==> src/rtl/memtype_pkg.sv <==
package memtype_pkg;
  localparam int REG_W      = 64;
  localparam int FIX_BYTES  = 88;
  localparam int PAGE_SHIFT = 12;
  localparam int RANGE_EN_BIT = 11;
  typedef logic [7:0] mtype_t;
  localparam mtype_t MT_UC = 8'd0;
  localparam mtype_t MT_WC = 8'd1;
  localparam mtype_t MT_WT = 8'd4;
  localparam mtype_t MT_WP = 8'd5;
  localparam mtype_t MT_WB = 8'd6;
endpackage

==> src/rtl/memtype_rst_sync.sv <==
module memtype_rst_sync (
  input  logic clk,
  input  logic rst_n,
  output logic rst_sync_n
);
  logic stage_q;

  always_ff @(posedge clk or negedge rst_n) begin
    if (!rst_n) begin
      stage_q    <= 1'b0;
      rst_sync_n <= 1'b0;
    end else begin
      stage_q    <= 1'b1;
      rst_sync_n <= stage_q;
    end
  end
endmodule

==> src/rtl/memtype_fixed_lookup.sv <==
module memtype_fixed_lookup
  import memtype_pkg::*;
#(
  parameter int ADDR_W = 40
) (
  input  logic                      clk,
  input  logic                      rst_n,
  input  logic [ADDR_W-1:0]         addr,
  input  logic [FIX_BYTES*8-1:0]    fixed_types,
  output logic                      in_zone,
  output mtype_t                    fix_type
);
  localparam int ZONE_BIT = 20;
  localparam logic [6:0] MID_BASE  = 7'd8;
  localparam logic [6:0] FINE_BASE = 7'd24;

  logic [6:0] idx;

  always_comb begin
    in_zone = (addr[ADDR_W-1:ZONE_BIT] == '0);
    if (!addr[19])
      idx = {4'd0, addr[18:16]};
    else if (!addr[18])
      idx = MID_BASE + {3'd0, addr[17:14]};
    else
      idx = FINE_BASE + {1'b0, addr[17:12]};
    fix_type = fixed_types[int'(idx)*8 +: 8];
  end

  assert_idx_bound_R4: assert property (@(posedge clk) disable iff (!rst_n)
    in_zone |-> (idx < 7'(FIX_BYTES)));
  assert_mid_window_R3: assert property (@(posedge clk) disable iff (!rst_n)
    (in_zone && addr[19:18] == 2'b10) |-> (idx >= 7'd8 && idx < 7'd24));
endmodule

==> src/rtl/memtype_var_match.sv <==
module memtype_var_match
  import memtype_pkg::*;
#(
  parameter int ADDR_W  = 40,
  parameter int NUM_VAR = 8
) (
  input  logic                       clk,
  input  logic                       rst_n,
  input  logic [ADDR_W-1:0]          addr,
  input  logic [NUM_VAR*REG_W-1:0]   var_base,
  input  logic [NUM_VAR*REG_W-1:0]   var_mask,
  output logic [NUM_VAR-1:0]         hit,
  output logic [NUM_VAR*8-1:0]       hit_type
);
  localparam int PG_W = ADDR_W - PAGE_SHIFT;

  logic [NUM_VAR-1:0] active;
  logic [PG_W-1:0]    addr_pg;

  assign addr_pg = addr[ADDR_W-1:PAGE_SHIFT];

  for (genvar g = 0; g < NUM_VAR; g++) begin : g_pair
    logic [PG_W-1:0] base_pg;
    logic [PG_W-1:0] mask_pg;
    always_comb begin
      base_pg   = var_base[g*REG_W+PAGE_SHIFT +: PG_W];
      mask_pg   = var_mask[g*REG_W+PAGE_SHIFT +: PG_W];
      active[g] = var_mask[g*REG_W+RANGE_EN_BIT];
      hit[g]    = active[g] && ((addr_pg & mask_pg) == (base_pg & mask_pg));
      hit_type[g*8 +: 8] = var_base[g*REG_W +: 8];
    end
  end

  assert_hits_within_active_R6: assert property (@(posedge clk) disable iff (!rst_n)
    $countones(hit) <= $countones(active));
endmodule

==> src/rtl/memtype_precedence.sv <==
module memtype_precedence
  import memtype_pkg::*;
#(
  parameter int NUM_VAR = 8
) (
  input  logic                   clk,
  input  logic                   rst_n,
  input  logic [NUM_VAR-1:0]     hit,
  input  logic [NUM_VAR*8-1:0]   hit_type,
  input  mtype_t                 default_type,
  output mtype_t                 res_type
);
  logic   any_hit;
  logic   any_uc;
  logic   differ;
  logic   only_wt_wb;
  mtype_t first_type;
  mtype_t cur;

  always_comb begin
    any_hit    = 1'b0;
    any_uc     = 1'b0;
    differ     = 1'b0;
    only_wt_wb = 1'b1;
    first_type = MT_UC;
    cur        = MT_UC;
    for (int i = 0; i < NUM_VAR; i++) begin
      cur = hit_type[i*8 +: 8];
      if (hit[i]) begin
        if (!any_hit) first_type = cur;
        else if (cur != first_type) differ = 1'b1;
        any_hit = 1'b1;
        if (cur == MT_UC) any_uc = 1'b1;
        if (cur != MT_WT && cur != MT_WB) only_wt_wb = 1'b0;
      end
    end
    if (!any_hit)        res_type = default_type;
    else if (any_uc)     res_type = MT_UC;
    else if (!differ)    res_type = first_type;
    else if (only_wt_wb) res_type = MT_WT;
    else                 res_type = MT_WB;
  end

  assert_nohit_default_R11: assert property (@(posedge clk) disable iff (!rst_n)
    (hit == '0) |-> (res_type == default_type));
  assert_single_hit_type_R8: assert property (@(posedge clk) disable iff (!rst_n)
    ($countones(hit) == 1 && !any_uc) |-> (res_type == first_type));
  assert_mixed_legal_R10: assert property (@(posedge clk) disable iff (!rst_n)
    (any_hit && differ && !any_uc) |-> (res_type == MT_WT || res_type == MT_WB));
endmodule

==> src/rtl/memtype_resolver.sv <==
module memtype_resolver
  import memtype_pkg::*;
#(
  parameter int ADDR_W  = 40,
  parameter int NUM_VAR = 8
) (
  input  logic                       clk,
  input  logic                       rst_n,
  input  logic                       req_valid,
  input  logic [ADDR_W-1:0]          req_addr,
  input  logic                       cfg_enable,
  input  logic                       cfg_fixed_enable,
  input  logic [7:0]                 cfg_default_type,
  input  logic [FIX_BYTES*8-1:0]     fixed_types,
  input  logic [NUM_VAR*REG_W-1:0]   var_base,
  input  logic [NUM_VAR*REG_W-1:0]   var_mask,
  output logic                       rsp_valid,
  output logic [7:0]                 rsp_type
);
  logic               rst_sync_n;
  logic               in_zone;
  mtype_t             fix_type;
  mtype_t             var_type;
  mtype_t             sel_type;
  logic [NUM_VAR-1:0] hit;
  logic [NUM_VAR*8-1:0] hit_type;
  logic               valid_d;
  mtype_t             type_d;

  memtype_rst_sync u_rst (
    .clk(clk), .rst_n(rst_n), .rst_sync_n(rst_sync_n)
  );

  memtype_fixed_lookup #(.ADDR_W(ADDR_W)) u_fixed (
    .clk(clk), .rst_n(rst_sync_n), .addr(req_addr),
    .fixed_types(fixed_types), .in_zone(in_zone), .fix_type(fix_type)
  );

  memtype_var_match #(.ADDR_W(ADDR_W), .NUM_VAR(NUM_VAR)) u_match (
    .clk(clk), .rst_n(rst_sync_n), .addr(req_addr),
    .var_base(var_base), .var_mask(var_mask),
    .hit(hit), .hit_type(hit_type)
  );

  memtype_precedence #(.NUM_VAR(NUM_VAR)) u_prec (
    .clk(clk), .rst_n(rst_sync_n), .hit(hit), .hit_type(hit_type),
    .default_type(cfg_default_type), .res_type(var_type)
  );

  always_comb begin
    if (!cfg_enable)                       sel_type = MT_UC;
    else if (cfg_fixed_enable && in_zone)  sel_type = fix_type;
    else                                   sel_type = var_type;
    valid_d = req_valid;
    type_d  = req_valid ? sel_type : rsp_type;
  end

  always_ff @(posedge clk or negedge rst_sync_n) begin
    if (!rst_sync_n) begin
      rsp_valid <= 1'b0;
      rsp_type  <= MT_UC;
    end else begin
      rsp_valid <= valid_d;
      rsp_type  <= type_d;
    end
  end

  assert_valid_follows_R12: assert property (@(posedge clk) disable iff (!rst_sync_n)
    req_valid |=> rsp_valid);
  assert_no_spurious_R12: assert property (@(posedge clk) disable iff (!rst_sync_n)
    !req_valid |=> (!rsp_valid && $stable(rsp_type)));
  assert_disabled_uc_R1: assert property (@(posedge clk) disable iff (!rst_sync_n)
    (req_valid && !cfg_enable) |=> (rsp_type == MT_UC));
  assert_coarse_fixed_R2: assert property (@(posedge clk) disable iff (!rst_sync_n)
    (req_valid && cfg_enable && cfg_fixed_enable && req_addr[ADDR_W-1:19] == '0)
      |=> (rsp_type == $past(fixed_types[int'(req_addr[18:16])*8 +: 8])));
  assert_high_not_fixed_R5: assert property (@(posedge clk) disable iff (!rst_sync_n)
    (req_valid && cfg_enable && (!cfg_fixed_enable || req_addr[ADDR_W-1:20] != '0))
      |=> (rsp_type == $past(var_type)));
endmodule

==> config.mk <==
export PLATFORM = sky130hd
export DESIGN_NAME = memtype_resolver
export DESIGN_NICKNAME = d
export VERILOG_FILES = /design/src/rtl/memtype_pkg.sv /design/src/rtl/memtype_rst_sync.sv /design/src/rtl/memtype_fixed_lookup.sv /design/src/rtl/memtype_var_match.sv /design/src/rtl/memtype_precedence.sv /design/src/rtl/memtype_resolver.sv
export SDC_FILE = /design/constraint.sdc
export NUM_CORES = 1
export LEC_CHECK = 0
export BUFFER_PORTS_ARGS = -buffer_cell sky130_fd_sc_hd__buf_4
export CORE_AREA = 5 5 700 702
export CTS_CLUSTER_SIZE = 25
export DETAILED_ROUTE_END_ITERATION = 8
export DIE_AREA = 0 0 705 707
export GPL_ROUTABILITY_DRIVEN = 1
export RECOVER_POWER = 100
export SYNTH_ARGS = -nofsm -noshare
export SYNTH_HDL_FRONTEND = slang
export SYNTH_SLANG_ARGS = --single-unit
==> constraint.sdc <==
create_clock -name clk -period 0.8 [get_ports clk]
set_input_delay 0.16 -clock clk [delete_from_list [all_inputs] [get_ports clk]]
set_output_delay 0.16 -clock clk [all_outputs]
set_load 0.005 [all_outputs]
==> results.py, run 1 <==
metrics = {
    "critical_path": {
        "end_kind": "register",
        "crit_chain": "buf_4 -> buf_4 -> xor2_1 -> a22oi_2 -> nand4_1 -> buf_6 -> buf_4 -> or4_4 -> and4_1 -> a211oi_4 -> o211a_1 -> mux2i_1 -> o21ai_1 -> nor4_2 -> buf_4 -> nor3b_4 -> or4_4 -> o21ai_2",
        "start_kind": "input pin",
        "cpMostUsedCell": "buf_4",
        "cp_max_fo": 8,
        "cp.arrival_ns": 4.27,
        "crit_slowest_cell": "or4_4",
        "required_ns": 0.99,
        "crit_type": "in -> reg",
        "max_stage_delay_ns": 0.57,
    },
    "synth": {
        "syn_avg_cell_area_um2": 8.66,
        "synth.distinct_cells": 69,
        "synth-edff-count": 0,
        "synth_area_leaders": "mux4_2 31%, xor2_1 16%, a22oi_1 7.9%",
        "synth_fp_nets": 3267,
        "synth_top_area_cell": "mux4_2",
        "synth-seq-cells": 11,
        "ys.flop_type": "dfrtp_1",
        "synth_top_area_share_pct": 30.8,
        "async_flop_share_pct": 100,
        "mappedNetlistArea_um2": 12900,
        "synth_warnings": 0,
        "synth_cells": 1485,
        "ys_seq_area_share_pct": 2.14,
    },
    "finish": {
        "instances_no_fill": 9810,
        "drive_above_1_share_pct": 65.8,
        "nNetsFinal": 4984,
        "area_growth_pct": 179,
        "postLayoutCoreUtil_pct": 7.43,
    },
    "drt": {
        "routed_wl_um": 352000,
        "avgRoutedWirePerCell_um": 35.9,
        "num_vias": 24300,
        "top_layer": "met5",
        "antenna_left": 0,
        "wl_met2_um": 185000,
        "drc_errors": 0,
        "wl_met1_um": 112000,
        "drt-initial-drc-count": 2186,
        "firstDrtPassIters": 6,
        "wl_met3_um": 24600,
        "vias_per_cell": 2.48,
    },
    "placement": {
        "placed_cells": 9615,
        "port_buffers": 1273,
        "dp_slack_ns": -4.07,
        "gp_congestion": 1.01,
        "post-dp-hpwl_um": 339000,
    },
    "clocking": {
        "cts_buffer_depth": 2,
        "path_clk_slew_ns": 0.08,
        "cts_sinks": 11,
        "numCtsBuffers": 3,
        "htree_num_levels": 1,
        "cts_tree": "done",
        "clk_latency_ns": 0.29,
        "root_buffer": "clkbuf_16",
    },
    "run_status": {
        "violations": "setup timing",
        "outcome": "finished with violations",
    },
    "floorplan": {
        "pin_count": 1790,
        "die_y_um": 707,
        "dieArea_um2": 498000,
        "rows": 256,
        "die_x_um": 705,
        "core-area_um2": 484000,
        "start_util_pct": 2.66,
    },
    "sta": {
        "worst_slew_pin_slew_ns": 1.31,
        "drv_slew": 0,
        "hold_violations": 0,
        "rsz0062_at_grt": "yes",
        "layout_min_cycle_time_ns": 4.08,
        "slew_headroom_pct": 12.4,
        "min_period_over_period_pct": 510,
        "layout_setup_ws_ns": -3.28,
        "clock_skew_ns": 0.0170,
        "fmax_mhz": 245,
        "setup_viol": 17,
    },
    "run": {
        "cap_violations": 0,
    },
    "pwr": {
        "p_per_area_nw_per_um2": 651,
        "ir_drop_mv": 0.671,
        "p_leak_nw": 13.6,
    },
    "global_route": {
        "antenna_found_initial": 583,
        "grt_max_degree": 30,
        "grt_pass1_vias": 23500,
        "grt_pass1_wl_um": 400000,
        "grt_overflow": 0,
        "grtUsageTotal_pct": 13.5,
    },
    "hold_path": {
        "hp-class": "in -> reg",
    },
}
[sequential cells by signal (all words and copies together) (netlist names)]
signal,count
rsp_type,8
rsp_valid,1
u_rst.rst_sync_n,1
u_rst.stage_q,1
[stage by stage]
| stage | cell area, µm² | power [W] | setup TNS [ns] | hold WS, ns |
|---|---|---|---|---|
| 6_report | 35900 | 0.0234 | -28.01 | 0.180 |
| 3_3_place_gp | 34700 | 0.0223 | -33.45 | -0.0569 |
| 3_5_place_dp | 34700 | 0.0222 | -31.69 | -0.0536 |
| 4_1_cts | 35400 | 0.0238 | -27.69 | 0.176 |
| 5_1_grt | 35800 | 0.0245 | -28.96 | 0.180 |
| 2_1_floorplan | 13100 | 0.00720 | -21.46 | -0.136 |
[worst paths after layout]
kind | slack [ns] | start | to | cells after the start
setup / recovery | -3.28 | req_addr[14] | rsp_type[5] | 18
hold / removal | 0.18 | req_valid | rsp_valid | 2
setup reg to reg | -0.23 | rsp_type[0] | rsp_type[0] | 2
hold reg to reg | 0.29 | u_rst.rst_sync_n | rsp_valid | 1
max in group asynchronous | 0.10 | u_rst.rst_sync_n | rsp_type[5] | 1
min in group asynchronous | 0.21 | rst_n | u_rst.stage_q | 2
[timing repair]
action                     CTS  global route
setup endpoints to repair   17            17
buffers inserted            26             6
pin swaps                   27             9
hold buffers                 1             0
hold endpoints to repair     2             0
resized for setup           71            26
gates cloned                 1             0
[Yosys cell counts (9+ instances only)]
library cell and instances:
inv_1 15, clkbuf_1 48, a31oi_1 21, xnor2_1 45, nand2_1 193, xor2_1 228, nand4_1 92, a211oi_1 30
dfrtp_1 11, nor4_1 38, nand2b_1 10, mux4_2 176, or4_1 10, and4_1 11, a22oi_1 136, o211ai_1 9
o21ai_0 19, nor2_1 43, mux2i_1 40, a311oi_1 15, and2_1 33, buf_1 19, buf_2 40, nand3_1 50
a21oi_1 26
[worst max-delay path, delay by kind of cell]
| family | cells | cell delay [ns] |
|---|---|---|
| mux | 1 | 0.20 |
| buf+inv | 5 | 0.82 |
| xor+xnor | 1 | 0.16 |
| simple gates | 6 | 1.87 |
| compound gates | 5 | 1.06 |
[layer usage]
layer | track usage (%) | up-vias
met2 | 26.0 | 2159
met4 | 7.79 | 86
met5 | 0 | -
li1 | - | 9599
met1 | 12.7 | 11500
met3 | 3.65 | 1014
[cells in the final DEF, fill, tap and decap left out, drive strengths merged, types with 7 or more instances in the layout]
| cell | Yosys | routed |
|---|---|---|
| a211o | 7 | 7 |
| a211oi | 38 | 38 |
| a21oi | 26 | 26 |
| a22oi | 138 | 138 |
| a311oi | 15 | 15 |
| a31oi | 21 | 21 |
| and2 | 35 | 35 |
| and4 | 13 | 13 |
| buf | 62 | 1818 |
| dfrtp | 11 | 11 |
| diode | 0 | 159 |
| inv | 15 | 15 |
| mux2 | 8 | 8 |
| mux2i | 40 | 40 |
| mux4 | 176 | 176 |
| nand2 | 193 | 193 |
| nand2b | 10 | 10 |
| nand3 | 51 | 51 |
| nand4 | 93 | 93 |
| nor2 | 43 | 43 |
| nor4 | 42 | 42 |
| o211ai | 9 | 9 |
| o21ai | 26 | 26 |
| or4 | 10 | 11 |
| xnor2 | 45 | 45 |
| xor2 | 228 | 228 |
[logic make-up after synthesis]
kind of cell,synth area share [%]
multiplexers,34.6
flip-flops,2.14
AND/OR/NAND/NOR,20.9
XOR/XNOR,18.6
adder cells (fa/ha/maj),0.0972
AO/OA/AOI/OAI,19.5
other,0.0291
buffers and inverters,4.15
[power by group]
part	total, W	internal (W)	leakage (nW)	switching (W)
registers	0.000645	0.000598	0.135	0.0000471
clock network	0.00121	0.000677	0.0419	0.000533
logic	0.0215	0.0106	13.4	0.0109
total	0.0234	0.0119	13.6	0.0115
[area by class of cell]
class,count,area (µm²)
repair buffers,1821,14400
multi-input cells,1350,12600
fillers,57100,448000
clock inverters,1,5.00
diodes,159,398
inverters,15,56.3
clock buffers,3,75.1
well taps,6450,8070
flip-flops and latches,11,279
Power figures use the tool's default switching activity.
==> inputs of run 2 (changes only) <==
--- a/config.mk
+++ b/config.mk
@@ -5,11 +5,12 @@
 export SDC_FILE = /design/constraint.sdc
 export NUM_CORES = 1
 export LEC_CHECK = 0
+export ABC_AREA = 1
 export BUFFER_PORTS_ARGS = -buffer_cell sky130_fd_sc_hd__buf_4
-export CORE_AREA = 5 5 700 702
+export CORE_AREA = 5 5 690 692
 export CTS_CLUSTER_SIZE = 25
 export DETAILED_ROUTE_END_ITERATION = 8
-export DIE_AREA = 0 0 705 707
+export DIE_AREA = 0 0 695 697
 export GPL_ROUTABILITY_DRIVEN = 1
 export RECOVER_POWER = 100
 export SYNTH_ARGS = -nofsm -noshare
==> results.py, run 2 <==
metrics = {
    "floorplan": {
        "start_util_pct": 3.36,
        "rows": 252,
        "dieArea_um2": 484000,
        "core-area_um2": 469000,
        "die_x_um": 695,
        "die_y_um": 697,
        "pin_count": 1790,
    },
    "global_route": {
        "grt_pass1_vias": 31900,
        "grt_overflow": 0,
        "antenna_found_initial": 375,
        "grt_max_degree": 49,
        "met2_usage_pct": 23.3,
        "met3_usage_pct": 4.12,
        "grt_pass1_wl_um": 397000,
        "top_usage_layer": "met2",
        "grtUsageTotal_pct": 13.1,
        "use_met1_pct": 13.4,
    },
    "critical_path": {
        "crit_family": "simple AND/OR/NAND/NOR gates",
        "crit_slowest_cell": "or2_2",
        "start_kind": "input pin",
        "crit_path_start": "req_addr[19]",
        "path_buf_inv": 7,
        "r2r.worst_path.cells": 3,
        "regToRegSetupSlack_ns": 0.06,
        "crit_type": "in -> reg",
        "end_kind": "register",
        "worstSetupEndpoint": "rsp_type[1]",
        "cp_max_fo": 7,
        "cpMostUsedCell": "nand2_1",
        "cp.depth": 28,
        "r2r-start": "rsp_type[6]",
        "required_ns": 1.00,
        "rr_endpoint": "rsp_type[6]",
        "cp.arrival_ns": 3.32,
        "max_stage_delay_ns": 0.30,
    },
    "drt": {
        "avgRoutedWirePerCell_um": 28.6,
        "firstDrtPassIters": 6,
        "routed_wl_um": 333000,
        "antenna_left": 0,
        "drc_errors": 0,
        "drt-initial-drc-count": 2880,
        "num_vias": 33600,
        "vias_per_cell": 2.89,
    },
    "finish": {
        "final_cell_mix": "1,737 x buf_4, 1,233 x nand2_1, 807 x nand3_1, 193 x inv_1, 172 x buf_12",
        "drive_above_1_share_pct": 46.4,
        "largest_register_ffs": 8,
        "nFillCells": 55500,
        "nNetsFinal": 7023,
        "regMostFlops": "rsp_type",
        "fin_area_um2": 42700,
        "area_growth_pct": 170,
        "layout_commonest_cell": "buf_4",
    },
    "synth": {
        "synth-seq-cells": 11,
        "synth_top_area_share_pct": 31.6,
        "synth_top_area_cell": "nand2_1",
        "mappedNetlistArea_um2": 15800,
        "synth.distinct_cells": 53,
        "synth_cells": 3424,
        "async_flop_share_pct": 100,
        "synth_fp_nets": 5206,
        "ys.flop_type": "dfrtp_1",
        "synthTopCellsByCount": "1,331 x nand2_1, 929 x nand3_1, 224 x nor2_1, 199 x inv_1, 125 x clkbuf_1",
        "synth_warnings": 0,
        "ys_seq_area_share_pct": 1.74,
        "yosysMostFrequentCell": "nand2_1",
        "synth_area_leaders": "nand2_1 32%, nand3_1 29%, nor2_1 5.3%",
        "syn_avg_cell_area_um2": 4.61,
        "synth-edff-count": 0,
    },
    "clocking": {
        "numCtsBuffers": 3,
        "clk_latency_ns": 0.26,
        "cts_tree": "done",
        "cts_buffer_depth": 2,
        "htree_num_levels": 1,
        "root_buffer": "clkbuf_16",
        "cts_sinks": 11,
        "path_clk_slew_ns": 0.06,
    },
    "pwr": {
        "seqPwrFrac_pct": 2.2,
        "clock_power_share_pct": 3.8,
        "p_int_w": 0.0134,
        "p_per_area_nw_per_um2": 655,
        "ir_drop_mv": 0.490,
        "p_sw_w": 0.0145,
        "p_sw_share_pct": 52.0,
        "combPwrFrac_pct": 94.0,
        "p_leak_nw": 19.0,
    },
    "sta": {
        "hold_violations": 0,
        "layout_min_cycle_time_ns": 3.12,
        "fmax_mhz": 321,
        "slew_headroom_pct": 54.0,
        "rsz0062_at_grt": "yes",
        "setup_viol": 17,
        "setup-tns-final_ns": -19.66,
        "min_period_over_period_pct": 390,
        "drv_slew": 0,
        "worst_slew_pin_slew_ns": 0.685,
        "fin_hold_ws_ns": 0.0898,
        "layout_setup_ws_ns": -2.32,
        "clock_skew_ns": 0.00692,
    },
    "placement": {
        "dp_slack_ns": -2.96,
        "placed_area_um2": 39500,
        "port_buffers": 1273,
        "gp_congestion": 0.998,
        "post-dp-hpwl_um": 311000,
    },
    "run_status": {
        "outcome": "finished with violations",
        "violations": "setup timing",
    },
    "run": {
        "cap_violations": 0,
    },
    "hold_path": {
        "hp-class": "in -> reg",
    },
}
==> run 2: cell count changes after synthesis, moves of 40 or more <==
cell / delta
a22oi_1: -136
o21ai_0: +80
a21oi_1: +40
clkbuf_1: +77
xnor2_1: -45
nor2_1: +181
mux2i_1: -40
inv_1: +184
xor2_1: -210
mux4_2: -176
nand2_1: +1138
nand3_1: +879
==> run 2: kinds of logic (layout without fill, tap and decap cells) <==
logic type | count (synthesis) | count (layout) | synth area share [%]
other | 1 | 180 | 0.0237
and+or+nand+nor | 2721 | 2723 | 76.9
DFF | 11 | 11 | 1.74
adders and majority gates | 1 | 1 | 0.0792
AOI/OAI and AO/OA | 255 | 255 | 9.59
xor gates and xnor gates | 18 | 18 | 0.998
buffers and inverters | 417 | 2231 | 10.7
==> run 2: worst min-delay path by stage <==
stage              start          endpoint  cells past startpoint
6_report       req_valid         rsp_valid                      1
4_1_cts        req_valid         rsp_valid                      1
3_5_place_dp       rst_n  u_rst.rst_sync_n                      1
2_1_floorplan      rst_n  u_rst.rst_sync_n                      0
3_3_place_gp       rst_n  u_rst.rst_sync_n                      1
5_1_grt        req_valid         rsp_valid                      1
==> run 2: cell type report <==
type                    instances  area (µm²)  share of cell area (%)
clock inverters                 1        5.00                  0.0117
multi-input cells            2998       15500                    36.3
repair inverters                1        11.3                  0.0264
flip-flops and latches         11         275                   0.644
repair buffers               1993       17700                    41.4
well taps                    6223        7790                    18.2
inverters                     233         950                    2.22
clock buffers                   3        75.1                   0.176
diodes                        179         448                    1.05
==> run 2: routing by layer <==
| layer | wire length (µm) | up-vias |
|---|---|---|
| met3 | 26700 | 733 |
| li1 | - | 15300 |
| met4 | 25200 | 90 |
| met5 | 583 | - |
| met1 | 117000 | 15600 |
| met2 | 164000 | 1983 |
==> run 2: power groups by stage <==
stage | Clock [W] | Combinational [W] | Sequential [W]
finish | 0.00105 | 0.0263 | 0.000624
global route | 0.00111 | 0.0281 | 0.000629
CTS | 0.00108 | 0.0266 | 0.000626
detailed placement | 0 | 0.0252 | 0.000630
global placement | 0 | 0.0252 | 0.000628
floorplan | 0 | 0.00692 | 0.000632
==> run 2: repair_timing <==
item | in CTS | in global routing
hold buffers | 1 | 0
gates cloned | 10 | 2
buffers inserted | 41 | 15
endpoints found under the setup margin | 17 | 17
resized for setup | 336 | 161
pin swaps | 92 | 79
endpoints found under the hold margin | 2 | 0
==> run 2: stage by stage <==
stage          std cells  utilization (%)  power (W)
3_3_place_gp       11400             8.42     0.0259
5_1_grt            11600             9.08     0.0299
4_1_cts            11500             8.85     0.0283
6_report           11600             9.10     0.0280
3_5_place_dp       11400             8.42     0.0258
2_1_floorplan       3424                -    0.00755
